==> config.mk <==
export PLATFORM = sky130hd
export DESIGN_NAME = npc3_pwm_gen
export DESIGN_NICKNAME = d
export VERILOG_FILES = /design/src/rtl/npc3_pwm_pkg.sv /design/src/rtl/npc3_carrier.sv /design/src/rtl/npc3_deadband.sv /design/src/rtl/npc3_leg.sv /design/src/rtl/npc3_pwm_gen.sv
export SDC_FILE = /design/constraint.sdc
export NUM_CORES = 1
export LEC_CHECK = 0
export BUFFER_PORTS_ARGS = -buffer_cell sky130_fd_sc_hd__buf_2
export CORE_MARGIN = 2
export CORE_UTILIZATION = 60
export DETAILED_ROUTE_END_ITERATION = 10
export PLACE_DENSITY = 0.8
export SYNTH_ARGS = -nofsm -noshare
export SYNTH_HDL_FRONTEND = slang
export SYNTH_SLANG_ARGS = --single-unit
==> constraint.sdc <==
create_clock -name clk -period 3.5 [get_ports clk]
set_input_delay 0.7 -clock clk [delete_from_list [all_inputs] [get_ports clk]]
set_output_delay 0.7 -clock clk [all_outputs]
set_load 0.01 [all_outputs]
==> src/rtl/npc3_pwm_pkg.sv <==
package npc3_pwm_pkg;

    typedef enum logic {
        DIR_UP   = 1'b0,
        DIR_DOWN = 1'b1
    } ramp_dir_e;

    typedef enum logic [1:0] {
        LS_ZERO = 2'b00,
        LS_POS  = 2'b01,
        LS_NEG  = 2'b10
    } leg_state_e;

    typedef struct packed {
        logic s2n;
        logic s2;
        logic s1n;
        logic s1;
    } leg_gates_t;

    typedef struct packed {
        logic outer_on;
        logic inner_on;
    } leg_cmd_t;

    function automatic leg_state_e classify(input logic signed [31:0] sample,
                                            input logic signed [31:0] upper,
                                            input logic signed [31:0] lower);
        if (sample > upper)      return LS_POS;
        else if (sample < lower) return LS_NEG;
        else                     return LS_ZERO;
    endfunction

    function automatic leg_cmd_t decode(input leg_state_e st);
        leg_cmd_t c;
        c.outer_on = (st == LS_POS);
        c.inner_on = (st != LS_NEG);
        return c;
    endfunction

endpackage

==> src/rtl/npc3_carrier.sv <==
module npc3_carrier
    import npc3_pwm_pkg::*;
#(
    parameter int PEAK  = 12195,
    parameter int CNT_W = $clog2(PEAK + 1)
) (
    input  logic             clk,
    input  logic             rst,
    output logic [CNT_W-1:0] count,
    output logic             at_peak
);
    localparam logic [CNT_W-1:0] TOP = CNT_W'(PEAK);

    ramp_dir_e        dir_q;
    logic [CNT_W-1:0] cnt_q;

    always_ff @(posedge clk) begin
        if (rst) begin
            cnt_q <= '0;
            dir_q <= DIR_UP;
        end else if (dir_q == DIR_UP) begin
            if (cnt_q == TOP) begin
                cnt_q <= cnt_q - 1'b1;
                dir_q <= DIR_DOWN;
            end else begin
                cnt_q <= cnt_q + 1'b1;
            end
        end else begin
            if (cnt_q == '0) begin
                cnt_q <= cnt_q + 1'b1;
                dir_q <= DIR_UP;
            end else begin
                cnt_q <= cnt_q - 1'b1;
            end
        end
    end

    assign count   = cnt_q;
    assign at_peak = (cnt_q == TOP);

    assert_cnt_bound_R1: assert property (@(posedge clk) disable iff (rst)
        cnt_q <= TOP);
    assert_turn_R1: assert property (@(posedge clk) disable iff (rst)
        (dir_q == DIR_UP && cnt_q == TOP) |=> (cnt_q == TOP - 1'b1));

endmodule

==> src/rtl/npc3_deadband.sv <==
module npc3_deadband #(
    parameter int DT_W = 8
) (
    input  logic            clk,
    input  logic            rst,
    input  logic            en,
    input  logic [DT_W-1:0] dead_cycles,
    input  logic            want_hi,
    output logic            hi,
    output logic            lo
);
    logic            lvl_q;
    logic            busy_q;
    logic [DT_W-1:0] tmr_q;
    logic            expired;

    assign expired = ({1'b0, tmr_q} + 1'b1) >= {1'b0, dead_cycles};

    always_ff @(posedge clk) begin
        if (rst || !en) begin
            busy_q <= 1'b1;
            tmr_q  <= '0;
            lvl_q  <= 1'b0;
        end else if (busy_q) begin
            if (dead_cycles == '0 || expired) begin
                busy_q <= 1'b0;
                lvl_q  <= want_hi;
            end else begin
                tmr_q <= tmr_q + 1'b1;
            end
        end else if (want_hi != lvl_q) begin
            if (dead_cycles == '0) begin
                lvl_q <= want_hi;
            end else begin
                busy_q <= 1'b1;
                tmr_q  <= '0;
            end
        end
    end

    assign hi = !busy_q && lvl_q;
    assign lo = !busy_q && !lvl_q;

    assert_pair_excl_R5: assert property (@(posedge clk) disable iff (rst)
        !(hi && lo));
    assert_gap_before_hi_R8: assert property (@(posedge clk) disable iff (rst)
        ($rose(hi) && dead_cycles != '0) |-> !$past(lo));
    assert_gap_before_lo_R8: assert property (@(posedge clk) disable iff (rst)
        ($rose(lo) && dead_cycles != '0) |-> !$past(hi));
    assert_disable_off_R9: assert property (@(posedge clk) disable iff (rst)
        !en |=> (!hi && !lo));

endmodule

==> src/rtl/npc3_leg.sv <==
module npc3_leg
    import npc3_pwm_pkg::*;
#(
    parameter int DATA_W = 16,
    parameter int PEAK   = 12195,
    parameter int CNT_W  = $clog2(PEAK + 1),
    parameter int DT_W   = 8
) (
    input  logic                     clk,
    input  logic                     rst,
    input  logic                     en,
    input  logic [DT_W-1:0]          dead_cycles,
    input  logic signed [DATA_W-1:0] ctrl,
    input  logic [CNT_W-1:0]         count,
    input  logic                     at_peak,
    output leg_gates_t               gates
);
    localparam logic signed [31:0] PEAK_S = 32'(PEAK);

    logic signed [DATA_W-1:0] ref_q;
    leg_state_e               st_q;
    leg_cmd_t                 cmd;
    logic signed [31:0]       sample32;
    logic signed [31:0]       upper32;
    logic signed [31:0]       lower32;

    always_ff @(posedge clk) begin
        if (rst)          ref_q <= '0;
        else if (at_peak) ref_q <= ctrl;
    end

    assign sample32 = 32'(ref_q);
    assign upper32  = $signed({{(32-CNT_W){1'b0}}, count});
    assign lower32  = upper32 - PEAK_S;

    always_ff @(posedge clk) begin
        if (rst) st_q <= LS_ZERO;
        else     st_q <= classify(sample32, upper32, lower32);
    end

    assign cmd = decode(st_q);

    npc3_deadband #(.DT_W(DT_W)) u_outer (
        .clk(clk), .rst(rst), .en(en), .dead_cycles(dead_cycles),
        .want_hi(cmd.outer_on), .hi(gates.s1), .lo(gates.s1n)
    );

    npc3_deadband #(.DT_W(DT_W)) u_inner (
        .clk(clk), .rst(rst), .en(en), .dead_cycles(dead_cycles),
        .want_hi(cmd.inner_on), .hi(gates.s2), .lo(gates.s2n)
    );

    assert_hold_between_peaks_R7: assert property (@(posedge clk) disable iff (rst)
        !$past(at_peak) |-> $stable(ref_q));
    assert_pos_needs_positive_R6: assert property (@(posedge clk) disable iff (rst)
        (st_q == LS_POS) |-> ($past(ref_q) > 0));
    assert_neg_needs_negative_R6: assert property (@(posedge clk) disable iff (rst)
        (st_q == LS_NEG) |-> ($past(ref_q) < 0));

endmodule

==> src/rtl/npc3_pwm_gen.sv <==
module npc3_pwm_gen
    import npc3_pwm_pkg::*;
#(
    parameter int DATA_W = 16,
    parameter int PEAK   = 12195,
    parameter int DT_W   = 8,
    parameter int PHASES = 3
) (
    input  logic                     clk,
    input  logic                     rst,
    input  logic                     en,
    input  logic [DT_W-1:0]          dead_cycles,
    input  logic signed [DATA_W-1:0] ctrl_a,
    input  logic signed [DATA_W-1:0] ctrl_b,
    input  logic signed [DATA_W-1:0] ctrl_c,
    output logic [3:0]               gate_a,
    output logic [3:0]               gate_b,
    output logic [3:0]               gate_c
);
    localparam int CNT_W = $clog2(PEAK + 1);

    logic [CNT_W-1:0]         count;
    logic                     at_peak;
    logic signed [DATA_W-1:0] ctrl_v [PHASES];
    leg_gates_t               gate_v [PHASES];

    assign ctrl_v[0] = ctrl_a;
    assign ctrl_v[1] = ctrl_b;
    assign ctrl_v[2] = ctrl_c;

    npc3_carrier #(.PEAK(PEAK), .CNT_W(CNT_W)) u_carrier (
        .clk(clk), .rst(rst), .count(count), .at_peak(at_peak)
    );

    for (genvar p = 0; p < PHASES; p++) begin : g_leg
        npc3_leg #(
            .DATA_W(DATA_W), .PEAK(PEAK), .CNT_W(CNT_W), .DT_W(DT_W)
        ) u_leg (
            .clk(clk), .rst(rst), .en(en), .dead_cycles(dead_cycles),
            .ctrl(ctrl_v[p]), .count(count), .at_peak(at_peak),
            .gates(gate_v[p])
        );
    end

    assign gate_a = gate_v[0];
    assign gate_b = gate_v[1];
    assign gate_c = gate_v[2];

    assert_reset_quiet_R10: assert property (@(posedge clk)
        rst |=> (gate_a == 4'b0 && gate_b == 4'b0 && gate_c == 4'b0));

endmodule

# Yosys cells after proc, flatten, opt, wreduce, memory -nomap -nowiden

Index checks and enable logic that the tools add are counted.

Memories kept: 0
Output and inout port bits: 12
Memory bits (writable): 0
Bits of input ports: 59
Bits in registers: 129
Latch bits: 0
Word-level logic and storage cells: 222
ROM bits: 0

$mul: 0
Shifts and indexed selects: 0
Order comparisons: 12
Multiplexer cells: 74
Divide/modulo/power cells: 0
Bitwise gates (word level): 0
Eq/ne operators: 31
$add $sub $neg: 15
Reductions and logical operators: 61

Operators by type and width:

| kind                                                                  | count |
|---|---|
| 8-bit two-way mux                                                     | 19 |
| 8-bit by 1-bit adder with 9-bit output, second input constant         | 6 |
| 9-bit by 8-bit greater-or-equal comparator with 1-bit output          | 6 |
| 1-bit two-way mux                                                     | 49 |
| 8-bit by 1-bit adder with 8-bit output, second input constant         | 6 |
| 16-bit by 15-bit > comparator with 1-bit output                       | 3 |
| 16-bit by 15-bit < comparator with 1-bit output                       | 3 |
| 14-bit two-way mux                                                    | 3 |
| 3-bit AND reduction                                                   | 12 |
| 2-bit nonzero test                                                    | 12 |
| 2-bit by 1-bit != test with 1-bit output, second input constant       | 11 |
| 2-bit != test, second input constant                                  | 10 |
| 14-bit by 14-bit subtractor with 15-bit output, second input constant | 1 |
| 14-bit by 1-bit adder with 14-bit output, second input constant       | 1 |
| 14-bit == test, second input constant                                 | 1 |
| 14-bit zero test                                                      | 1 |
| 14-bit by 1-bit subtractor with 14-bit output, second input constant  | 1 |
| 1-bit zero test                                                       | 13 |
| 1-bit logical AND                                                     | 12 |
| 8-bit zero test                                                       | 1 |
| 1-bit logical OR                                                      | 7 |
| 2-bit by 1-bit == test with 1-bit output, second input constant       | 3 |
| 2-bit two-way mux                                                     | 3 |
| 1-bit != test                                                         | 6 |
| 2-bit OR reduction                                                    | 3 |

# Longest topological paths before layout

Gate-level depths: netlist of the first run.

Depth after elaboration: 5
Mapped depth: 15

# Cells and area by module

From an unflattened synthesis of the first run, not the netlist that was laid out.

Cells, all modules: 1225
Area total of the unflattened synthesis: 10531.4 um^2

Modules (own cells, without submodules):

| module                        | cells an instance | area each (um^2) | instances |
|---|---|---|---|
| npc3_deadband                 | 94                | 804.5            | 6 |
| npc3_leg (g_leg[0].u_leg ...) | 180               | 1552.7           | 2 |
| npc3_leg (g_leg[2].u_leg)     | 178               | 1551.5           | 1 |
| npc3_carrier                  | 123               | 1047.3           | 1 |

# Least setup slack after synthesis of the first run

OpenSTA, ideal clock, no wires.

Path type: register -> register
Start point: register u_carrier.cnt_q[0] (netlist: u_carrier.count[0])
End point: register g_leg[0].u_leg.st_q[1]
Buffers on the path: 0
Cell stages (with the launch flop): 12
Arrival: 2920 ps
Setup slack: 463 ps
Required time: 3383 ps
Path through: dfxtp_1 > ha_1 > o41ai_2 > nand2_1 > nand2_1 > a21oi_1 > ha_1 > and3_1 > a311oi_1 > o21ai_0 > or3_1 > and4b_1

Longest elaborated chain between the ends: 3

RTL lines:

| element                                         | line               | source |
|---|---|---|
| from (decl)                                     | npc3_carrier.sv:15 | `logic [CNT_W-1:0] cnt_q;` |
| from (signal assigned)                          | npc3_carrier.sv:23 | `cnt_q <= cnt_q - 1'b1;` |
| from (signal assigned)                          | npc3_carrier.sv:26 | `cnt_q <= cnt_q + 1'b1;` |
| from (signal assigned)                          | npc3_carrier.sv:30 | `cnt_q <= cnt_q + 1'b1;` |
| 14-bit by 14-bit subtractor with 15-bit output  | npc3_leg.sv:34     | `assign lower32 = upper32 - PEAK_S;` |
| 16-bit by 15-bit < comparator with 1-bit output | npc3_pwm_pkg.sv:30 | `else if (sample < lower) return LS_NEG;` |
| 2-bit two-way mux                               | npc3_pwm_pkg.sv:30 |  |
| to (signal assigned)                            | npc3_leg.sv:38     | `else st_q <= classify(sample32, upper32, lower32);` |
| to (decl)                                       | npc3_leg.sv:21     | `leg_state_e st_q;` |

Parallel ways exist; a longest one is shown, timed or not.
A chain may end at the register's enable or synchronous reset.

# Final worst setup path of the first run

Start point: register u_carrier.cnt_q[1] (netlist: u_carrier.count[1])
End point: register g_leg[0].u_leg.st_q[1]

The elaborated chain is that of the path after synthesis.

==> flow_metrics.py, run 1 <==
metrics = {
    "outcome": {
        "status": "complete, no violations",
    },
    "sta": {
        "finalCriticalPeriod_ns": 3.22,
        "maxSlewHeadroom_pct": 51.7,
        "fin_skew_ns": 0.0126,
        "final.setup.tns_ns": 0,
        "fmax_mhz": 310,
        "worstMarginPinSlew_ns": 0.725,
        "setup_slack_ns": 0.277,
        "setup_viol": 0,
        "rsz0062_at_grt": "no",
        "hold_violations": 0,
        "timing.final.max_slew_violations": 0,
        "fin_crit_sh_pct": 92.1,
    },
    "detailed_routing": {
        "vias_per_cell": 6.12,
        "routed_wl_mm": 22.8,
        "drtAntennaViolNets": 0,
        "num_vias": 8354,
        "dr.pass1.iters": 8,
        "wl_per_cell_um": 16.7,
        "drc_errors": 0,
        "initialDrtViolationCount": 565,
    },
    "yosys": {
        "synthMuxAreaShare_pct": 1.55,
        "synth.avg_cell_area_um2": 8.38,
        "synthFlopType": "dfxtp_1",
        "synth_cell_types": 69,
        "async_flop_share_pct": 0,
        "synth_xor_xnor_area_share_pct": 5.40,
        "synth_edf_count": 0,
        "ys_seq_area_share_pct": 27.8,
        "yosysWarnings": 0,
        "syn_area_um2": 9280,
        "synth-adder-area-share_pct": 19.0,
        "synth_compound_area_share_pct": 20.8,
        "syn_nets": 1307,
        "synth-seq-cells": 129,
        "synthCells": 1107,
        "synthSimpleGateAreaFrac_pct": 20.8,
        "synth_top_family_by_area": "simple AND/OR/NAND/NOR gates",
    },
    "grt": {
        "grt_usage_pct": 28.3,
        "overflow": 0,
        "grt_pass1_wl_mm": 37.6,
        "antenna_found_initial": 0,
        "grt_pass1_vias": 7949,
        "grt_max_degree": 70,
    },
    "min_path": {
        "hold_class": "flip-flop to flip-flop",
    },
    "critical_path": {
        "crit_required_ns": 3.81,
        "cp-start-kind": "flip-flop",
        "crit_fanout": 7,
        "worstPathArrival_ns": 3.53,
        "worstSetupEndpointType": "flip-flop",
        "critPathBufInv": 1,
        "cp_slowest_cell": "o41ai_2",
        "crit_family": "simple AND/OR/NAND/NOR gates",
        "path_class": "flip-flop to flip-flop",
        "worst_path_largest_cell_delay_ns": 0.47,
        "path_cells": "ha_1 -> o41ai_2 -> nand2_1 -> nand2_1 -> a21oi_1 -> buf_4 -> ha_1 -> and3_1 -> a311oi_1 -> o21ai_0 -> or3_1 -> and4b_1",
    },
    "finish": {
        "diodes": 0,
        "drive_above_1_share_pct": 12.0,
        "post-route-util_pct": 68.3,
        "final_nets": 1364,
        "syn_to_final_growth_pct": 11.6,
        "design_area_um2": 10300,
    },
    "clocking": {
        "clk_latency_ns": 0.43,
        "root_buffer": "clkbuf_16",
        "numCtsBuffers": 17,
        "ctsLongestPathBuffers": 2,
        "cts_max_level": 4,
        "cts_tree": "done",
        "cts.sinks": 129,
        "cts_setup_buffers": 0,
        "clk_pin_slew_ns": 0.06,
    },
    "power": {
        "pwr-share-comb_pct": 9.1,
        "p_int_mw": 2.82,
        "p_leak_nw": 4.78,
        "powerDensity_nw_per_um2": 357,
        "peakVddDrop_v": 0.000405,
        "p_sw_mw": 0.869,
        "switching_share_pct": 23.6,
        "pwr-share-seq_pct": 40.8,
        "p_total_mw": 3.69,
        "clkPwrFrac_pct": 50.1,
    },
    "place": {
        "placed_area_um2": 9730,
        "portBuffers": 70,
        "dpl.hpwl_mm": 16.9,
        "gp_congestion": 0.895,
        "dp_slack_ns": 0.354,
    },
    "floorplan": {
        "initial_utilization_pct": 61.2,
        "die_y_um": 128,
        "num_rows": 45,
        "core_area_um2": 15100,
        "die_w_um": 128,
        "pin_count": 71,
        "dieArea_um2": 16500,
    },
    "run": {
        "cap_viol_max_count": 0,
    },
}
## routing by layer
layer	global-route usage, %	part of all wire [%]	vias to the layer above
li1	-	-	4128
met4	12.5	3.9	0
met1	34.8	44	3906
met2	48.4	47	253
met3	5.24	4.6	67
met5	0	0	-
## final timing paths
kind / start / cells after the start / end / slack, ns
worst max-delay path: u_carrier.count[1]$_SDFF_PP0_ / 12 / g_leg[0].u_leg.st_q[1]$_SDFF_PP0_ / 0.28
worst max register to register: u_carrier.count[1]$_SDFF_PP0_ / 12 / g_leg[0].u_leg.st_q[1]$_SDFF_PP0_ / 0.28
worst min-delay path: g_leg[1].u_leg.ref_q[0]$_SDFFE_PP0P_ / 2 / g_leg[1].u_leg.ref_q[0]$_SDFFE_PP0P_ / 0.45
worst min register to register: g_leg[1].u_leg.ref_q[0]$_SDFFE_PP0P_ / 2 / g_leg[1].u_leg.ref_q[0]$_SDFFE_PP0P_ / 0.45
## worst register-to-register path, delay by kind of cell (launching register included)
| kind | cells | cell delay, ns |
|---|---|---|
| compound gates | 4 | 0.94 |
| fa+ha+maj | 2 | 0.57 |
| flops | 1 | 0.37 |
| buf+inv | 1 | 0.18 |
| simple gates | 5 | 1.05 |
## final cells by class
cell class              instances  area, um^2
clock buffers                  22         484
flip-flops and latches        129        2580
repair buffers                 87         478
fillers                      1248        4800
well taps                     188         235
inverters                      44         165
multi-input cells             885        6270
clock inverters                 9         130
## sequential cells by signal (all words and copies together), names as in the netlist, 3 cells and up
register                    count
g_leg.u_leg.st_q                6
g_leg.u_leg.ref_q              48
g_leg.u_leg.u_inner.lvl_q       3
g_leg.u_leg.u_outer.busy_q      3
g_leg.u_leg.u_outer.tmr_q      24
g_leg.u_leg.u_inner.busy_q      3
u_carrier.count                14
g_leg.u_leg.u_inner.tmr_q      24
g_leg.u_leg.u_outer.lvl_q       3
## cell usage after synthesis, types with 9 or more instances
library cell    n  share of area (%)
nand2_1       143                5.8
ha_1          141                 19
dfxtp_1       129                 28
a21oi_1        98                5.3
nor2_1         55                2.2
inv_1          44                1.8
xnor2_1        43                4.1
o21ai_0        40                2.2
nand3_1        33                1.8
nand2b_1       30                2.0
a21o_1         29                2.3
clkbuf_1       23               0.93
and3_1         22                1.5
nor2b_1        22                1.5
o21a_1         18                1.5
a22o_1         16                1.5
buf_4          15                1.2
nand4_1        15                1.0
nor3_1         15               0.81
a211oi_1       14                1.1
mux2i_1        11                1.2
xor2_1         11                1.0
a31oi_1        10               0.67
a311oi_1        9               0.85
o211ai_1        9               0.73
or2_2           9               0.61
## cells in the final DEF, fill, tap and decap left out, types with 4 or more instances in the layout
| master | count |
|---|---|
| nand4_1 | 15 |
| nand2_1 | 143 |
| nand3_1 | 33 |
| nor3_1 | 15 |
| and4_1 | 6 |
| o211ai_1 | 9 |
| nand4b_1 | 6 |
| buf_4 | 17 |
| or2_2 | 9 |
| mux2i_1 | 11 |
| nor2_1 | 55 |
| a21oi_1 | 98 |
| a211o_1 | 5 |
| dfxtp_1 | 129 |
| a21o_1 | 29 |
| nand2b_1 | 30 |
| nor4_1 | 6 |
| a22o_1 | 16 |
| o2111ai_1 | 6 |
| o31ai_1 | 5 |
| clkbuf_16 | 17 |
| a311oi_1 | 9 |
| o21a_1 | 18 |
| a31oi_1 | 10 |
| xor2_1 | 11 |
| xnor2_1 | 42 |
| clkbuf_8 | 4 |
| nor2b_1 | 22 |
| buf_2 | 70 |
| inv_1 | 44 |
| a211oi_1 | 14 |
| a311o_1 | 4 |
| ha_1 | 141 |
| o21ai_0 | 40 |
| and3_1 | 22 |
## per-stage QoR
| step | hold slack [ns] | instances |
|---|---|---|
| floorplan | 0.432 | 1107 |
| detailed placement | 0.448 | 1333 |
| CTS | 0.456 | 1364 |
| finish | 0.452 | 1364 |
| global route | 0.481 | 1364 |
| global placement | 0.441 | 1333 |
## logic make-up after synthesis
group                    Yosys count
AND/OR/NAND/NOR                  384
AO/OA/AOI/OAI                    291
adder cells (fa/ha/maj)          141
flip-flops                       129
buffers and inverters             93
XOR/XNOR                          55
multiplexers                      14
## power by group through the flow
| stage | Clock, mW | Sequential, mW | Combinational (mW) |
|---|---|---|---|
| 2_1_floorplan | 0 | 1.53 | 0.218 |
| 3_3_place_gp | 0 | 1.53 | 0.321 |
| 3_5_place_dp | 0 | 1.54 | 0.329 |
| 4_1_cts | 1.87 | 1.50 | 0.334 |
| 5_1_grt | 1.94 | 1.51 | 0.374 |
| 6_report | 1.85 | 1.50 | 0.336 |
## what timing repair did
item | CTS | global route
setup endpoints to repair | 0 | 1
hold buffers | 0 | 0
gates resized for setup | 0 | 1
No activity file was read; power rests on OpenSTA's default activity.
==> run 2: changes to the inputs <==
--- a/config.mk
+++ b/config.mk
@@ -7,8 +7,10 @@
 export LEC_CHECK = 0
 export BUFFER_PORTS_ARGS = -buffer_cell sky130_fd_sc_hd__buf_2
+export CELL_PAD_IN_SITES_DETAIL_PLACEMENT = 0
+export CELL_PAD_IN_SITES_GLOBAL_PLACEMENT = 1
 export CORE_MARGIN = 2
-export CORE_UTILIZATION = 60
+export CORE_UTILIZATION = 47
 export DETAILED_ROUTE_END_ITERATION = 10
-export PLACE_DENSITY = 0.8
+export PLACE_DENSITY_LB_ADDON = 0.1
 export SYNTH_ARGS = -nofsm -noshare
 export SYNTH_HDL_FRONTEND = slang
==> constraint.sdc (replaced) <==
create_clock -name clk -period 3.5 [get_ports clk]
set_input_delay 1.05 -clock clk [delete_from_list [all_inputs] [get_ports clk]]
set_output_delay 1.05 -clock clk [all_outputs]
set_load 0.01 [all_outputs]
==> flow_metrics.py, run 2 (synthesized netlist as in run 1, its figures left out) <==
metrics = {
    "outcome": {
        "status": "complete, no violations",
    },
    "power": {
        "powerDensity_nw_per_um2": 350,
        "pwr-share-seq_pct": 40.8,
        "p_int_mw": 2.79,
        "switching_share_pct": 24.2,
        "peakVddDrop_v": 0.000308,
        "p_leak_nw": 4.83,
        "pwr-share-comb_pct": 9.3,
        "clkPwrFrac_pct": 49.9,
        "p_sw_mw": 0.890,
    },
    "critical_path": {
        "path_class": "flip-flop to flip-flop",
        "cp_slowest_cell": "a21oi_1",
        "worstSetupEndpointType": "flip-flop",
        "crit_required_ns": 3.81,
        "path_cells": "and3_1 -> and3_1 -> nand2_1 -> a21oi_1 -> ha_1 -> and3_1 -> a311oi_1 -> o21ai_0 -> or3_1 -> and4b_1",
        "cp-start-kind": "flip-flop",
        "crit_family": "simple AND/OR/NAND/NOR gates",
        "path_common_cell": "and3_1",
        "crit_fanout": 7,
        "critPathBufInv": 0,
        "worst_path_largest_cell_delay_ns": 0.53,
        "worstPathArrival_ns": 3.54,
    },
    "detailed_routing": {
        "num_vias": 8048,
        "initialDrtViolationCount": 431,
        "vias_per_cell": 5.54,
        "drtAntennaViolNets": 0,
        "routed_wl_mm": 24.1,
        "wl_per_cell_um": 16.6,
        "dr.pass1.iters": 5,
        "drc_errors": 0,
    },
    "sta": {
        "finalCriticalPeriod_ns": 3.23,
        "timing.final.max_slew_violations": 0,
        "holdWs_ns": 0.448,
        "rsz0062_at_grt": "no",
        "hold_violations": 0,
        "maxSlewHeadroom_pct": 47.6,
        "fin_crit_sh_pct": 92.2,
        "final.setup.tns_ns": 0,
        "fmax_mhz": 310,
        "fin_skew_ns": 0.00979,
        "setup_viol": 0,
        "worstMarginPinSlew_ns": 0.786,
    },
    "clocking": {
        "root_buffer": "clkbuf_16",
        "numCtsBuffers": 17,
        "clk_pin_slew_ns": 0.06,
        "clk_latency_ns": 0.42,
        "cts.sinks": 129,
        "cts_max_level": 4,
        "ctsLongestPathBuffers": 2,
        "cts.repair.resized": 0,
        "cts_tree": "done",
        "postCtsHoldBufs": 0,
        "cts_setup_buffers": 0,
    },
    "finish": {
        "design_area_um2": 10500,
        "layout_common_cells": "143 x nand2_1, 141 x ha_1, 129 x dfxtp_1, 98 x a21oi_1, 70 x buf_2",
        "syn_to_final_growth_pct": 13.3,
        "final_common_cell": "nand2_1",
        "layoutNonFillerInstCount": 1454,
        "diodes": 0,
        "drive_above_1_share_pct": 12.7,
        "post-route-util_pct": 54.2,
        "top_register": "g_leg.u_leg.ref_q",
        "top_regs": "g_leg.u_leg.ref_q (48), g_leg.u_leg.u_inner.tmr_q (24), g_leg.u_leg.u_outer.tmr_q (24)",
        "largest_reg_flops": 48,
        "final_nets": 1376,
    },
    "floorplan": {
        "initial_utilization_pct": 47.8,
        "die_w_um": 144,
        "die_y_um": 144,
        "pin_count": 71,
        "dieArea_um2": 20900,
        "num_rows": 51,
        "core_area_um2": 19400,
    },
    "grt": {
        "grt_pass1_wl_mm": 38.7,
        "grt_max_degree": 70,
        "antenna_found_initial": 1,
        "grt_pass1_vias": 7555,
        "overflow": 0,
        "grt_usage_pct": 23.9,
    },
    "place": {
        "gp_congestion": 0.887,
        "placed_area_um2": 9910,
        "portBuffers": 70,
        "dp_cells": 1422,
        "dpl.hpwl_mm": 18.1,
    },
    "min_path": {
        "hold_class": "flip-flop to flip-flop",
    },
    "run": {
        "cap_viol_max_count": 0,
    },
}
## run 2: metrics by stage
step           power [mW]  setup slack, ns
2_1_floorplan        1.75            0.463
6_report             3.68            0.275
5_1_grt              3.83           0.0954
3_3_place_gp         1.87            0.256
3_5_place_dp         1.88            0.236
4_1_cts              3.72            0.285
## run 2: final timing paths
path / from / endpoint / slack [ns] / depth (start not counted)
setup / recovery: u_carrier.count[7]$_SDFF_PP0_ / g_leg[0].u_leg.st_q[1]$_SDFF_PP0_ / 0.27 / 10
hold / removal: g_leg[1].u_leg.ref_q[0]$_SDFFE_PP0P_ / g_leg[1].u_leg.ref_q[0]$_SDFFE_PP0P_ / 0.45 / 2
setup reg to reg: u_carrier.count[7]$_SDFF_PP0_ / g_leg[0].u_leg.st_q[1]$_SDFF_PP0_ / 0.27 / 10
hold reg to reg: g_leg[1].u_leg.ref_q[0]$_SDFFE_PP0P_ / g_leg[1].u_leg.ref_q[0]$_SDFFE_PP0P_ / 0.45 / 2
## run 2: worst register-to-register path, delay by kind of cell, from the launching register on
kind,cells,cell delay [ns]
and+or+nand+nor,6,1.40
DFF,1,0.45
AOI/OAI and AO/OA,3,0.91
adders and majority gates,1,0.38
## run 2: area by class of cell
cell class	instances	area [um^2]
clock inverter	9	130
clock buffer	23	468
timing repair buffer	99	568
sequential	129	2580
tap	265	332
inverter	44	165
fill	1949	8890
multi-input combinational	885	6270
## run 2: routing by layer
layer  vias up  wire length (um)  global-route usage (%)  part of all wire (%)
met4         2               685                    9.04                   2.8
li1       4159                 -                       -                     -
met5         -                10                       0                 0.041
met3        34               912                    3.77                   3.8
met1      3686             11500                    31.1                    48
met2       167             11000                    39.8                    46
## run 2: power by group through the flow
stage	logic (mW)	clock network (mW)	registers, mW
final	0.342	1.84	1.50
after global routing	0.386	1.94	1.51
after CTS	0.344	1.88	1.50
after detailed placement	0.342	0	1.53
after global placement	0.339	0	1.53
after floorplan	0.218	0	1.53
==> run 3: changes to the inputs <==
- CELL_PAD_IN_SITES_DETAIL_PLACEMENT: 0 -> default
- CELL_PAD_IN_SITES_GLOBAL_PLACEMENT: 1 -> default
- CORE_MARGIN: 2 -> default
- CORE_UTILIZATION: 47 -> 56
- PLACE_DENSITY: default -> 0.78
- PLACE_DENSITY_LB_ADDON: 0.1 -> default
- clock period: 3.5 -> 2.8 ns (I/O delays scaled with it)
==> flow_metrics.py, run 3 (synthesized netlist as in run 1, its figures left out) <==
metrics = {
    "critical_path": {
        "worstSetupEndpointType": "flip-flop",
        "cp-endpoint": "g_leg[0].u_leg.st_q[1]$_SDFF_PP0_",
        "worstPathArrival_ns": 3.19,
        "r2r_end": "g_leg[0].u_leg.st_q[1]$_SDFF_PP0_",
        "cp-start-kind": "flip-flop",
        "crit_fanout": 4,
        "path_class": "flip-flop to flip-flop",
        "ff2ff_setup_slack_ns": -0.07,
        "startpoint": "u_carrier.count[3]$_SDFF_PP0_",
        "crit_required_ns": 3.12,
        "r2r_start": "u_carrier.count[3]$_SDFF_PP0_",
        "worst_r2r_path_depth": 13,
    },
    "place": {
        "dp_cells": 1425,
        "gp_congestion": 0.912,
        "dpl.hpwl_mm": 17.3,
        "portBuffers": 70,
    },
    "clocking": {
        "clk_pin_slew_ns": 0.06,
        "cts_max_level": 4,
        "postCtsHoldBufs": 0,
        "numCtsBuffers": 17,
        "root_buffer": "clkbuf_16",
        "ctsLongestPathBuffers": 2,
        "clk_latency_ns": 0.43,
        "cts.sinks": 129,
        "cts_tree": "done",
    },
    "finish": {
        "layout_common_cells": "138 x nand2_1, 137 x ha_1, 123 x dfxtp_1, 91 x a21oi_1, 86 x buf_4",
        "top_regs": "g_leg.u_leg.ref_q (48), g_leg.u_leg.u_inner.tmr_q (24), g_leg.u_leg.u_outer.tmr_q (24)",
        "final_common_cell": "nand2_1",
        "final_nets": 1434,
        "layoutNonFillerInstCount": 1463,
        "largest_reg_flops": 48,
        "drive_above_1_share_pct": 21.3,
        "top_register": "g_leg.u_leg.ref_q",
        "syn_to_final_growth_pct": 20.6,
        "diodes": 0,
    },
    "power": {
        "p_int_mw": 3.60,
        "p_sw_mw": 1.17,
        "switching_share_pct": 24.5,
        "clkPwrFrac_pct": 50.5,
        "pwr-share-comb_pct": 10.2,
        "p_leak_nw": 5.16,
        "peakVddDrop_v": 0.000471,
        "powerDensity_nw_per_um2": 426,
        "pwr-share-seq_pct": 39.4,
    },
    "min_path": {
        "worstHoldStart": "g_leg[2].u_leg.ref_q[0]$_SDFFE_PP0P_",
        "hold_class": "flip-flop to flip-flop",
    },
    "detailed_routing": {
        "vias_per_cell": 5.94,
        "drtAntennaViolNets": 0,
        "drc_errors": 0,
        "dr.pass1.iters": 5,
        "initialDrtViolationCount": 636,
        "wl_per_cell_um": 16.8,
        "num_vias": 8683,
        "routed_wl_mm": 24.6,
    },
    "sta": {
        "maxSlewHeadroom_pct": 49.5,
        "fin_skew_ns": 0.00784,
        "finalCriticalPeriod_ns": 2.87,
        "timing.final.max_slew_violations": 0,
        "worstMarginPinSlew_ns": 0.757,
        "setup_slack_ns": -0.0706,
        "fmax_mhz": 348,
        "hold_violations": 0,
        "final.setup.tns_ns": -0.0706,
        "setup_viol": 1,
        "rsz0062_at_grt": "yes",
        "fin_crit_sh_pct": 103,
    },
    "outcome": {
        "violations": "setup timing",
        "status": "finished with violations",
    },
    "grt": {
        "grt_usage_pct": 28.9,
        "grt_pass1_wl_mm": 38.4,
        "grt_max_degree": 70,
        "antenna_found_initial": 0,
        "overflow": 0,
        "grt_pass1_vias": 8017,
    },
    "floorplan": {
        "dieArea_um2": 17100,
        "die_y_um": 131,
        "num_rows": 46,
        "die_w_um": 131,
        "initial_utilization_pct": 58.0,
        "core_area_um2": 16000,
        "pin_count": 71,
    },
    "run": {
        "cap_viol_max_count": 0,
    },
}
==> run 3: cell count changes in the layout (fill, tap and decap cells not counted), moves of 4 or more <==
cell | before | now
ha_2 | 0 | 4
xnor2_1 | 43 | 39
o21ai_0 | 40 | 33
o21ai_1 | 2 | 8
dfxtp_1 | 129 | 123
xnor2_2 | 0 | 4
nand2_2 | 0 | 5
a21oi_2 | 0 | 5
dfxtp_2 | 0 | 6
a21oi_1 | 98 | 91
nand2_1 | 143 | 138
ha_1 | 141 | 137
buf_4 | 29 | 86
==> run 3: worst max-delay path, cell delays in order (launching register included) <==
cell and delay, ns:
dfxtp_2 0.36, nor3_4 0.24, nand2_2 0.11, a21oi_4 0.18, buf_4 0.13, xnor2_1 0.10
buf_4 0.16, ha_1 0.24, a21o_1 0.19, a21o_1 0.19, o31ai_2 0.28, a221oi_2 0.10
or3_1 0.30, and4b_1 0.17
==> run 3: area by class of cell <==
cell class                      instances  area (um^2)
Sequential cell                       129         2590
Clock inverter                         12          181
Fill cell                            1272         4820
Tap cell                              216          270
Multi-Input combinational cell        886         6540
Clock buffer                           20          447
Inverter                               44          165
Timing Repair Buffer                  156          996
==> run 3: power groups by stage <==
stage               Sequential, mW  Clock, mW  Combinational, mW
floorplan                     1.91          0              0.274
global placement              1.91          0              0.445
detailed placement            1.91          0              0.456
CTS                           1.87       2.43              0.464
global route                  1.88       2.50              0.535
finish                        1.88       2.41              0.484
==> run 3: repair_timing <==
action,4_1_cts,5_1_grt
buffers inserted,0,5
pin swaps,2,21
setup endpoints to repair,8,38
gates cloned,0,1
resized for setup,7,54
==> run 3: metrics by stage <==
step                      hold slack (ns)  worst slack, ns  area [um^2]  utilization, %  power [mW]
after floorplan                     0.432           0.0107         9320               -        2.19
after global placement              0.441          -0.0437        10300            64.2        2.36
after detailed placement            0.452           -0.145        10300            64.2        2.37
after CTS                           0.459          -0.0277        10900            68.3        4.77
after global routing                0.480           -0.229        11200            69.9        4.91
final                               0.457          -0.0706        11200            69.9        4.77
==> run 3: worst min path at each step <==
stage                     depth (start not counted)  slack [ns]                                   end
after detailed placement                          2        0.45  g_leg[2].u_leg.ref_q[0]$_SDFFE_PP0P_
final                                             2        0.46  g_leg[2].u_leg.ref_q[0]$_SDFFE_PP0P_
after global routing                              2        0.48  g_leg[1].u_leg.ref_q[0]$_SDFFE_PP0P_
after global placement                            2        0.44  g_leg[0].u_leg.ref_q[0]$_SDFFE_PP0P_
after floorplan                                   2        0.43  g_leg[0].u_leg.ref_q[0]$_SDFFE_PP0P_
after CTS                                         2        0.46  g_leg[2].u_leg.ref_q[0]$_SDFFE_PP0P_
==> run 3: layer usage <==
metal | wire length (um) | vias up | part of all wire, % | track usage (%)
li1 | - | 4283 | - | -
met1 | 11400 | 4064 | 46 | 39.2
met2 | 11300 | 290 | 46 | 46.5
met3 | 1370 | 46 | 5.6 | 4.23
met4 | 529 | 0 | 2.2 | 10.8
met5 | 0 | - | 0 | 0
